<file path="config.mk">
export PLATFORM = sky130hd
export DESIGN_NAME = word_addr_counter
export DESIGN_NICKNAME = d
export VERILOG_FILES = /design/src/rtl/wac_pkg.sv /design/src/rtl/wac_ctrl.sv /design/src/rtl/wac_datapath.sv /design/src/rtl/word_addr_counter.sv
export SDC_FILE = /design/constraint.sdc
export NUM_CORES = 1
export LEC_CHECK = 0
export ABC_AREA = 1
export ABC_CLOCK_PERIOD_IN_PS = 5500
export BUFFER_PORTS_ARGS = -buffer_cell sky130_fd_sc_hd__buf_2
export CAP_MARGIN = 5
export CORE_MARGIN = 2
export CORE_UTILIZATION = 50
export DETAILED_ROUTE_END_ITERATION = 8
export PLACE_DENSITY = 0.77
export SLEW_MARGIN = 5
export SYNTH_ARGS = -nofsm -noshare
export SYNTH_HDL_FRONTEND = slang
export SYNTH_SLANG_ARGS = --single-unit
</file>
<file path="constraint.sdc">
create_clock -name clk -period 5.5 [get_ports clk]
set_clock_uncertainty 0.2 [all_clocks]
set_input_delay 0.55 -clock clk [delete_from_list [all_inputs] [get_ports clk]]
set_output_delay 0.55 -clock clk [all_outputs]
set_load 0.03 [all_outputs]
</file>
<file path="src/rtl/wac_pkg.sv">
package wac_pkg;
  typedef enum logic [1:0] {
    REG_MAIN = 2'd0,
    REG_SEC  = 2'd1,
    REG_UID  = 2'd2,
    REG_FIX  = 2'd3
  } regionE;

  typedef enum logic [2:0] {
    FLD_FULL = 3'd0,
    FLD_PAGE = 3'd1,
    FLD_SEC  = 3'd2,
    FLD_UID  = 3'd3,
    FLD_NONE = 3'd4
  } fieldE;

  typedef struct packed {
    logic  load;
    logic  advance;
    fieldE field;
  } strobeT;
endpackage

</file>
<file path="src/rtl/wac_ctrl.sv">
module wac_ctrl
  import wac_pkg::*;
(
  input  logic       clk,
  input  logic       rstN,
  input  logic       loadEn,
  input  logic [1:0] loadRegion,
  input  logic       incEn,
  input  logic       incIsWrite,
  output strobeT     strobe
);
  regionE curRegion;
  regionE newRegion;
  fieldE  stepField;
  fieldE  loadField;

  assign newRegion = regionE'(loadRegion);

  always_ff @(posedge clk or negedge rstN) begin
    if (!rstN)       curRegion <= REG_MAIN;
    else if (loadEn) curRegion <= newRegion;
  end

  // Field that governs the loaded value
  always_comb begin
    unique case (newRegion)
      REG_SEC: loadField = FLD_SEC;
      REG_UID: loadField = FLD_UID;
      default: loadField = FLD_FULL;
    endcase
  end

  // Field that governs an increment in the stored region
  always_comb begin
    unique case (curRegion)
      REG_MAIN: stepField = incIsWrite ? FLD_PAGE : FLD_FULL;
      REG_SEC:  stepField = FLD_SEC;
      REG_UID:  stepField = FLD_UID;
      default:  stepField = FLD_NONE;
    endcase
  end

  always_comb begin
    strobe.load    = loadEn;
    strobe.advance = incEn && !loadEn && (stepField != FLD_NONE);
    strobe.field   = loadEn ? loadField : stepField;
  end

  a_r9_load_blocks_step: assert property (@(posedge clk) disable iff (!rstN)
    loadEn |-> !strobe.advance);
endmodule

</file>
<file path="src/rtl/wac_datapath.sv">
module wac_datapath
  import wac_pkg::*;
#(
  parameter int ADDR_W = 15,
  parameter int PAGE_W = 6,
  parameter int SEC_W  = 6,
  parameter int UID_W  = 4
) (
  input  logic              clk,
  input  logic              rstN,
  input  strobeT            strobe,
  input  logic [ADDR_W-1:0] loadAddr,
  output logic [ADDR_W-1:0] addr
);
  localparam logic [ADDR_W-1:0] PAGE_M = ADDR_W'((1 << PAGE_W) - 1);
  localparam logic [ADDR_W-1:0] SEC_M  = ADDR_W'((1 << SEC_W) - 1);
  localparam logic [ADDR_W-1:0] UID_M  = ADDR_W'((1 << UID_W) - 1);

  logic [ADDR_W-1:0] stepMask;
  logic [ADDR_W-1:0] loadMask;
  logic [ADDR_W-1:0] bumped;
  logic [ADDR_W-1:0] stepped;

  always_comb begin
    unique case (strobe.field)
      FLD_PAGE: stepMask = PAGE_M;
      FLD_SEC:  stepMask = SEC_M;
      FLD_UID:  stepMask = UID_M;
      FLD_NONE: stepMask = '0;
      default:  stepMask = '1;
    endcase
  end

  always_comb begin
    unique case (strobe.field)
      FLD_SEC: loadMask = SEC_M;
      FLD_UID: loadMask = UID_M;
      default: loadMask = '1;
    endcase
  end

  assign bumped  = addr + ADDR_W'(1);
  assign stepped = (addr & ~stepMask) | (bumped & stepMask);

  always_ff @(posedge clk or negedge rstN) begin
    if (!rstN)               addr <= '0;
    else if (strobe.load)    addr <= loadAddr & loadMask;
    else if (strobe.advance) addr <= stepped;
  end

  a_r3_page_kept: assert property (@(posedge clk) disable iff (!rstN)
    (strobe.advance && strobe.field == FLD_PAGE) |=>
      addr[ADDR_W-1:PAGE_W] == $past(addr[ADDR_W-1:PAGE_W]));
  a_r4_read_moves: assert property (@(posedge clk) disable iff (!rstN)
    (strobe.advance && strobe.field == FLD_FULL) |=> addr != $past(addr));
  a_r5_sec_upper_clear: assert property (@(posedge clk) disable iff (!rstN)
    (strobe.advance && strobe.field == FLD_SEC) |=> addr[ADDR_W-1:SEC_W] == '0);
  a_r6_uid_upper_clear: assert property (@(posedge clk) disable iff (!rstN)
    (strobe.advance && strobe.field == FLD_UID) |=> addr[ADDR_W-1:UID_W] == '0);
  a_r8_idle_hold: assert property (@(posedge clk) disable iff (!rstN)
    (!strobe.load && !strobe.advance) |=> $stable(addr));
endmodule

</file>
<file path="src/rtl/word_addr_counter.sv">
module word_addr_counter
  import wac_pkg::*;
#(
  parameter int ADDR_W = 15,
  parameter int PAGE_W = 6,
  parameter int SEC_W  = 6,
  parameter int UID_W  = 4
) (
  input  logic              clk,
  input  logic              rstN,
  input  logic              loadEn,
  input  logic [ADDR_W-1:0] loadAddr,
  input  logic [1:0]        loadRegion,
  input  logic              incEn,
  input  logic              incIsWrite,
  output logic [ADDR_W-1:0] curAddr
);
  strobeT strobe;

  wac_ctrl u_ctrl (
    .clk(clk), .rstN(rstN), .loadEn(loadEn), .loadRegion(loadRegion),
    .incEn(incEn), .incIsWrite(incIsWrite), .strobe(strobe)
  );

  wac_datapath #(
    .ADDR_W(ADDR_W), .PAGE_W(PAGE_W), .SEC_W(SEC_W), .UID_W(UID_W)
  ) u_dp (
    .clk(clk), .rstN(rstN), .strobe(strobe), .loadAddr(loadAddr), .addr(curAddr)
  );

  a_r9_load_low_bits: assert property (@(posedge clk) disable iff (!rstN)
    loadEn |=> curAddr[UID_W-1:0] == $past(loadAddr[UID_W-1:0]));
endmodule

</file>
==> impl_metrics.json, run 1 <==
{
  "final_cell_mix": "nand2_1, buf_2, nand3_1, inv_1, dfrtp_1",
  "cts_hold_buf": 1,
  "max_freq_mhz": 475.6,
  "clkLatencyLatePin_ns": 0.29,
  "cap_violations": 0,
  "final_common_cell": "nand2_1",
  "syn_area_per_cell_um2": 6.733,
  "grt_overflow": 0,
  "path_clk_slew_ns": 0.10,
  "chipHeight_um": 57.81,
  "nFillCells": 276,
  "p_clk_frac": 0.177,
  "crit_fanout": 17,
  "p_int_mw": 0.2215,
  "via_per_inst": 5.316,
  "synth_area_mm2": 0.001448,
  "num_rows": 19,
  "power_frac_comb": 0.394,
  "slowest_stage": "dfrtp_1",
  "syn_to_final_growth_pct": 15.30,
  "htreeDepth": 1,
  "numCtsBuffers": 3,
  "synth_seq_cells": 17,
  "grt_start_max_net_pins": 27,
  "grt_pass1_vias": 1364,
  "cts_num_sinks": 17,
  "gp_congestion": 0.8298,
  "firstDrtPassIters": 4,
  "num_io_pins": 37,
  "setup_violations": 0,
  "cp_top_family": "simple AND/OR/NAND/NOR gates",
  "dr_total_vias": 1499,
  "postRouteAntennaNets": 0,
  "post_synth_num_cell_types": 30,
  "startpoint": "u_ctrl.curRegion[0]",
  "die_w_um": 57.81,
  "start_util": 0.5250,
  "p_switching_mw": 0.1705,
  "critPathMaxStageDelay_ns": 0.42,
  "port_buffers": 36,
  "clockBufferDepth": 2,
  "sw_frac_of_total": 0.4349,
  "r2r_start": "u_ctrl.curRegion[0]",
  "path_cells": "inv_1 > ha_1 > o21ai_4 > nand4_4 > nand3_4 > nand2_4 > nand2_1 > nand2_1",
  "period_share": 0.3823,
  "critical_path_class": "flop to flop",
  "tightest_slew_ns": 0.4363,
  "grt_pass1_wl_um": 5996,
  "die-area_mm2": 0.003341,
  "fin_nets": 279,
  "p_leak_nw": 0.8961,
  "grt_use_total": 0.2271,
  "period_needed_ns": 2.102,
  "worstPathArrival_ns": 2.09,
  "wl_um": 3456,
  "utilization": 0.6053,
  "antenna_cells": 0,
  "path_common_cell": "nand2_1",
  "ctsResizeCount": 0,
  "worst_setup_path_end_kind": "flop",
  "drtIter0Drc": 57,
  "post-cts-setup-buffer-count": 0,
  "seq_area_frac_synth": 0.2939,
  "drv_slew": 0,
  "postSynthCellCount": 215,
  "worstHoldPathType": "input port to flop",
  "coreArea_mm2": 0.002758,
  "wl_per_cell_um": 12.26,
  "antenna_found_initial": 0,
  "cp_num_buf_inv": 1,
  "drive_gt1_frac": 0.2271,
  "cts_tree": "yes",
  "p_seq_frac": 0.429,
  "synth_nets": 242,
  "start_kind": "flop",
  "critPathRequiredTime_ns": 5.49,
  "dp_hpwl_um": 2632,
  "rsz0062_at_grt": "no",
  "power_density_mw_per_mm2": 234.9,
  "relSlewSlack": 0.7087,
  "status": "completed",
  "ir_drop_v": 0.0001651,
  "worstHoldStart": "loadRegion[0]",
  "synth_warnings": 0,
  "drc": 0,
  "clockRootBuffer": "clkbuf_4",
  "hold_viol_final": 0,
  "timing.setup.tns_ns": 0
}
==> power groups by stage <==
stage	clock (mW)	sequential [mW]	combinational (mW)
detailed placement	0	0.170	0.155
global route	0.0807	0.172	0.172
global placement	0	0.170	0.152
floorplan	0	0.198	0.0812
CTS	0.0712	0.168	0.156
finish	0.0695	0.168	0.154
==> stage by stage <==
step / hold WS (ns) / setup slack (ns) / cells / area, um^2 / power [mW]
after floorplan: 0.05441 / 3.629 / 215 / 1448 / 0.2787
after global placement: 0.2984 / 3.323 / 277 / 1633 / 0.3214
after detailed placement: 0.3003 / 3.249 / 277 / 1633 / 0.3251
after CTS: 0.2654 / 3.389 / 282 / 1669 / 0.3949
after global routing: 0.2739 / 3.261 / 282 / 1669 / 0.4238
final: 0.2718 / 3.398 / 282 / 1669 / 0.3920
==> area by class of cell <==
| class | instances | area, um^2 | area share |
|---|---|---|---|
| multi-input cells | 172 | 909.6 | 0.5450 |
| well taps | 31 | 38.79 | 0.02324 |
| repair buffers | 37 | 190.2 | 0.1139 |
| inverters | 21 | 78.83 | 0.04723 |
| clock buffers | 4 | 26.28 | 0.01574 |
| flip-flops and latches | 17 | 425.4 | 0.2549 |
==> cell families after synthesis <==
logic type                 synth area share
adders and majority gates           0.04322
DFF                                  0.2939
AOI/OAI and AO/OA                   0.06397
and+or+nand+nor                      0.4970
buffers and inverters               0.07778
xor gates and xnor gates            0.02420
==> worst register-to-register path, cell delays in order, from the launching register on <==
cell,delay (ns)
dfrtp_1,0.42
inv_1,0.07
ha_1,0.33
o21ai_4,0.20
nand4_4,0.28
nand3_4,0.25
nand2_4,0.11
nand2_1,0.09
nand2_1,0.05
==> synth_stat cells <==
master	number	share of area
o21ai_1	1	0.0035
inv_1	17	0.044
clkbuf_1	3	0.0078
a21oi_1	2	0.0069
o21ai_0	6	0.021
a21oi_2	1	0.0061
nand3b_1	3	0.016
nand4_1	13	0.056
nand3_2	2	0.014
nand2_4	2	0.016
clkinv_1	1	0.0026
ha_1	5	0.043
o2111ai_1	1	0.0061
nor2_2	4	0.017
a31oi_1	1	0.0043
or2_0	1	0.0043
o21a_1	1	0.0052
buf_6	2	0.016
nor2_4	1	0.0078
xnor2_1	2	0.012
nand2_1	84	0.22
inv_2	3	0.0078
xor2_1	2	0.012
nand3_1	26	0.090
nand4_4	1	0.015
nor2_1	9	0.023
dfrtp_1	17	0.29
nand2_2	2	0.0086
o21ai_4	1	0.011
nand3_4	1	0.012
==> per-layer routing <==
layer  global-route usage  vias to the layer above  wire [um]  share of wire
li1                     -                      777          -              -
met1               0.3051                      691       1580           0.46
met2               0.3880                       29       1695           0.49
met3              0.02679                        2        163          0.047
met4              0.05980                        0         17         0.0049
met5                    0                        -          0              0
==> path summary, 6_finish.rpt <==
path / slack, ns / end / depth (start not counted)
worst max-delay path: 3.40 / flop / 8
worst min-delay path: 0.27 / u_ctrl.curRegion[0] / 3
worst max register to register: 3.40 / flop / 8
worst min register to register: 0.40 / flop / 2
max in group asynchronous: 4.32 / async pin / 2
min in group asynchronous: 0.50 / async pin / 2
No activity file was read; power rests on OpenSTA's default activity.
==> run 2: changes to the inputs <==
--- a/config.mk
+++ b/config.mk
@@ -6,11 +6,11 @@
 export NUM_CORES = 1
 export LEC_CHECK = 0
 export ABC_AREA = 1
-export ABC_CLOCK_PERIOD_IN_PS = 5500
+export ABC_CLOCK_PERIOD_IN_PS = 1900
 export BUFFER_PORTS_ARGS = -buffer_cell sky130_fd_sc_hd__buf_2
 export CAP_MARGIN = 5
 export CORE_MARGIN = 2
-export CORE_UTILIZATION = 50
+export CORE_UTILIZATION = 48
 export DETAILED_ROUTE_END_ITERATION = 8
 export PLACE_DENSITY = 0.77
 export SLEW_MARGIN = 5
==> constraint.sdc (replaced) <==
create_clock -name clk -period 1.9 [get_ports clk]
set_clock_uncertainty 0.2 [all_clocks]
set_input_delay 0.19 -clock clk [delete_from_list [all_inputs] [get_ports clk]]
set_output_delay 0.19 -clock clk [all_outputs]
set_load 0.03 [all_outputs]
==> impl_metrics.json, run 2 (synthesis gave the netlist of run 1 again) <==
{
  "start_kind": "flop",
  "grt_pass1_vias": 1406,
  "numCtsBuffers": 3,
  "dpl_cell_area_mm2": 0.001693,
  "r2r_start": "u_ctrl.curRegion[0]",
  "drtIter0Drc": 71,
  "die-area_mm2": 0.003471,
  "port_buffers": 36,
  "utilization": 0.6896,
  "final_cell_mix": "nand2_1, buf_2, nand3_1, dfrtp_1, inv_1",
  "chipHeight_um": 58.92,
  "cap_violations": 0,
  "worstHoldStart": "loadAddr[4]",
  "start_util": 0.5161,
  "die_w_um": 58.92,
  "reg2regPathDepth": 7,
  "startpoint": "u_ctrl.curRegion[0]",
  "dp_hpwl_um": 2652,
  "min_path_cells": 5,
  "firstDrtPassIters": 9,
  "drive_gt1_frac": 0.2836,
  "violations": "DRC",
  "p_seq_frac": 0.396,
  "max_freq_mhz": 543.8,
  "htreeDepth": 1,
  "rsz0062_at_grt": "yes",
  "worst_setup_path_end_kind": "flop",
  "wl_per_cell_um": 12.53,
  "via_per_inst": 5.337,
  "coreArea_mm2": 0.002805,
  "antenna_cells": 0,
  "grt_use_total": 0.2278,
  "antenna_found_initial": 0,
  "wl_um": 3835,
  "p_int_mw": 0.6927,
  "power_density_mw_per_mm2": 629.5,
  "grt_pass1_wl_um": 6127,
  "path_clk_slew_ns": 0.11,
  "sw_frac_of_total": 0.4311,
  "drc": 2,
  "status": "finished, violations left",
  "r2r_slack_ns": 0.06,
  "p_leak_nw": 1.006,
  "worstPathArrival_ns": 1.83,
  "final_common_cell": "nand2_1",
  "relSlewSlack": 0.7322,
  "gp_congestion": 0.8012,
  "num_rows": 19,
  "postRouteAntennaNets": 0,
  "p_switching_mw": 0.5249,
  "power_frac_comb": 0.440,
  "cts_tree": "yes",
  "crit_fanout": 5,
  "clkLatencyLatePin_ns": 0.30,
  "ir_drop_v": 0.0004269,
  "grt_overflow": 0,
  "critical_path_class": "flop to flop",
  "hold_viol_final": 0,
  "drv_slew": 0,
  "period_share": 0.9678,
  "cts_num_sinks": 17,
  "tightest_slew_ns": 0.4017,
  "design_area_mm2": 0.001934,
  "timing.setup.tns_ns": 0,
  "syn_to_final_growth_pct": 33.62,
  "setup_violations": 0,
  "critPathRequiredTime_ns": 1.89,
  "period_needed_ns": 1.839,
  "fin_nets": 303,
  "clockBufferDepth": 2,
  "worstHoldPathType": "input port to flop",
  "grt_start_max_net_pins": 26,
  "p_clk_frac": 0.164,
  "num_io_pins": 37,
  "clockRootBuffer": "clkbuf_4",
  "dr_total_vias": 1633,
  "whs_ns": 0.02153
}
run 2: per-stage QoR:
step,worst slack (ns),std cells,power (mW)
6_report,0.06123,306,1.218
5_1_grt,-0.03343,306,1.299
4_1_cts,0.01502,304,1.198
3_5_place_dp,-0.02329,285,0.9590
3_3_place_gp,0.01314,285,0.9526
2_1_floorplan,0.09964,215,0.8068
run 2: repair_timing:
item,CTS,global route
endpoints found under the setup margin,14,15
gates cloned,1,1
buffers inserted,2,1
resized for setup,1,11
pin swaps,4,6
hold buffers,12,0
hold endpoints to repair,28,0
run 2: worst max path at each step:
stage                     cells past startpoint   end
final                                         7  flop
after global routing                         11  flop
after CTS                                     9  flop
after detailed placement                      8  flop
after global placement                        8  flop
after floorplan                               9  flop
run 2: per-layer routing:
layer | track usage | vias to the layer above | routed length [um]
met5 | 0 | - | 0
met4 | 0.03247 | 0 | 0
met3 | 0.03956 | 0 | 191
met2 | 0.3746 | 48 | 1784
met1 | 0.3209 | 754 | 1859
li1 | - | 831 | -
run 2: area by class of cell:
cell class                 count  area (um^2)
multi-input combinational    174        977.2
fill                         267        870.8
sequential                    17        425.4
timing repair buffer          59        386.6
inverter                      21        78.83
tap                           31        38.79
clock buffer                   3        22.52
clock inverter                 1        5.005
run 2: worst max-delay path, stage by stage (launching register included):
cell     delay, ns
dfrtp_1       0.41
buf_4         0.15
ha_1          0.22
nor2_1        0.31
nand3_4       0.15
buf_4         0.17
nand3_1       0.06
nand2_1       0.05
run 2: power by group through the flow:
| stage | Combinational, mW | Sequential [mW] | Clock [mW] |
|---|---|---|---|
| 2_1_floorplan | 0.235 | 0.572 | 0 |
| 3_3_place_gp | 0.467 | 0.485 | 0 |
| 3_5_place_dp | 0.472 | 0.487 | 0 |
| 4_1_cts | 0.513 | 0.480 | 0.205 |
| 5_1_grt | 0.586 | 0.492 | 0.221 |
| 6_report | 0.536 | 0.483 | 0.199 |
==> run 3: changes to the inputs <==
--- a/config.mk
+++ b/config.mk
@@ -9,10 +9,11 @@
 export ABC_CLOCK_PERIOD_IN_PS = 1900
 export BUFFER_PORTS_ARGS = -buffer_cell sky130_fd_sc_hd__buf_2
 export CAP_MARGIN = 5
+export CORE_ASPECT_RATIO = 1.2
 export CORE_MARGIN = 2
-export CORE_UTILIZATION = 48
+export CORE_UTILIZATION = 45
 export DETAILED_ROUTE_END_ITERATION = 8
-export PLACE_DENSITY = 0.77
+export PLACE_DENSITY = 0.73
 export SLEW_MARGIN = 5
 export SYNTH_ARGS = -nofsm -noshare
 export SYNTH_HDL_FRONTEND = slang
==> impl_metrics.json, run 3 (synthesis gave the netlist of run 1 again) <==
{
  "status": "completed",
  "via_per_inst": 5.182,
  "path_clk_slew_ns": 0.11,
  "coreArea_mm2": 0.003055,
  "nFillCells": 290,
  "period_needed_ns": 1.891,
  "wl_um": 4033,
  "r2r_start": "u_ctrl.curRegion[1]",
  "start_kind": "flop",
  "cts_tree": "yes",
  "worst_setup_path_end_kind": "flop",
  "dr_total_vias": 1627,
  "drtIter0Drc": 39,
  "timing.setup.tns_ns": 0,
  "numCtsBuffers": 3,
  "cts_num_sinks": 17,
  "setup_slack_ns": 0.009219,
  "slowest_stage": "dfrtp_1",
  "syn_to_final_growth_pct": 37.86,
  "num_io_pins": 37,
  "drc": 0,
  "wl_per_cell_um": 12.84,
  "final_cell_mix": "nand2_1, buf_2, nand3_1, dfrtp_1, inv_1",
  "crit_fanout": 7,
  "worstPathArrival_ns": 1.89,
  "die_w_um": 55.78,
  "ir_drop_v": 0.0004803,
  "postRouteAntennaNets": 0,
  "grt_start_max_net_pins": 22,
  "drv_slew": 0,
  "rsz0062_at_grt": "yes",
  "grt_pass1_vias": 1490,
  "clockRootBuffer": "clkbuf_4",
  "reg2regPathDepth": 9,
  "period_share": 0.9951,
  "clkLatencyLatePin_ns": 0.30,
  "dpl.cell_count": 290,
  "grt_pass1_wl_um": 6492,
  "gp_congestion": 0.8464,
  "utilization": 0.6532,
  "place_ws_ns": -0.03110,
  "grt_overflow": 0,
  "firstDrtPassIters": 4,
  "worstHoldStart": "loadAddr[12]",
  "die-area_mm2": 0.003688,
  "max_freq_mhz": 528.9,
  "finalPower_mw": 1.254,
  "antenna_found_initial": 0,
  "final_common_cell": "nand2_1",
  "critPathMaxStageDelay_ns": 0.41,
  "tightest_slew_ns": 0.4296,
  "hold_viol_final": 0,
  "path_cells": "inv_2 > ha_4 > o21ai_4 > nand3_2 > nand2_4 > nand3_4 > buf_12 > nand3_1 > nand2_1",
  "worstHoldPathType": "input port to flop",
  "clockBufferDepth": 2,
  "critPathRequiredTime_ns": 1.90,
  "design_area_mm2": 0.001996,
  "r2r_slack_ns": 0.009,
  "chipHeight_um": 66.13,
  "p_leak_nw": 1.037,
  "relSlewSlack": 0.7136,
  "grt_use_total": 0.2220,
  "antenna_cells": 0,
  "fin_nets": 306,
  "dpl_cell_area_mm2": 0.001712,
  "startpoint": "u_ctrl.curRegion[1]",
  "whs_ns": 0.004259,
  "power_density_mw_per_mm2": 628.6,
  "setup_violations": 0,
  "cap_violations": 0,
  "dp_hpwl_um": 2640,
  "stdcell_count": 314,
  "critical_path_class": "flop to flop",
  "start_util": 0.4738,
  "num_rows": 22,
  "port_buffers": 36,
  "drive_gt1_frac": 0.3022,
  "htreeDepth": 1
}
run 3: cell types whose count changed in the layout (fill, tap and decap cells not counted), sizes merged:
cell,previous run,this run
buf,47,50
run 3: power by group:
group / switching, mW / internal, mW / total (mW) / leakage [nW]
sequential: 0.0745 / 0.411 / 0.486 / 0.218
combinational: 0.341 / 0.220 / 0.561 / 0.801
clock: 0.129 / 0.0786 / 0.207 / 0.0177
total: 0.544 / 0.710 / 1.25 / 1.04
run 3: worst min-delay path by stage:
stage / end / slack, ns / cells past startpoint
after global placement: async pin / -0.06 / 1
after global routing: flop / 0.003 / 5
final: flop / 0.004 / 5
after floorplan: async pin / -0.31 / 0
after detailed placement: async pin / -0.05 / 1
after CTS: flop / 0.0003 / 5
run 3: worst max-delay path: cells and delay by family (launching register included):
family | cells | cell delay [ns]
AND/OR/NAND/NOR | 5 | 0.49
adder cells (fa/ha/maj) | 1 | 0.20
buffers and inverters | 2 | 0.24
AO/OA/AOI/OAI | 1 | 0.25
flip-flops | 1 | 0.41
run 3: per-layer routing:
metal | GRT usage | up-vias | part of all wire
li1 | - | 838 | -
met1 | 0.2563 | 729 | 0.42
met2 | 0.4152 | 51 | 0.51
met3 | 0.02348 | 9 | 0.044
met4 | 0.09146 | 0 | 0.019
met5 | 0 | - | 0
run 3: final cells by class:
| cell class | count | area (um^2) | area share |
|---|---|---|---|
| multi-input combinational | 174 | 997.2 | 0.4997 |
| sequential | 17 | 425.4 | 0.2132 |
| timing repair buffer | 62 | 421.7 | 0.2113 |
| inverter | 21 | 78.83 | 0.03950 |
| tap | 36 | 45.04 | 0.02257 |
| clock buffer | 3 | 22.52 | 0.01129 |
| clock inverter | 1 | 5.005 | 0.002508 |
run 3: timing repair:
item | CTS | global route
buffers inserted | 0 | 6
endpoints found under the setup margin | 11 | 15
endpoints found under the hold margin | 28 | 0
resized for setup | 0 | 14
pin swaps | 1 | 13
hold buffers | 12 | 0
gates cloned | 1 | 1
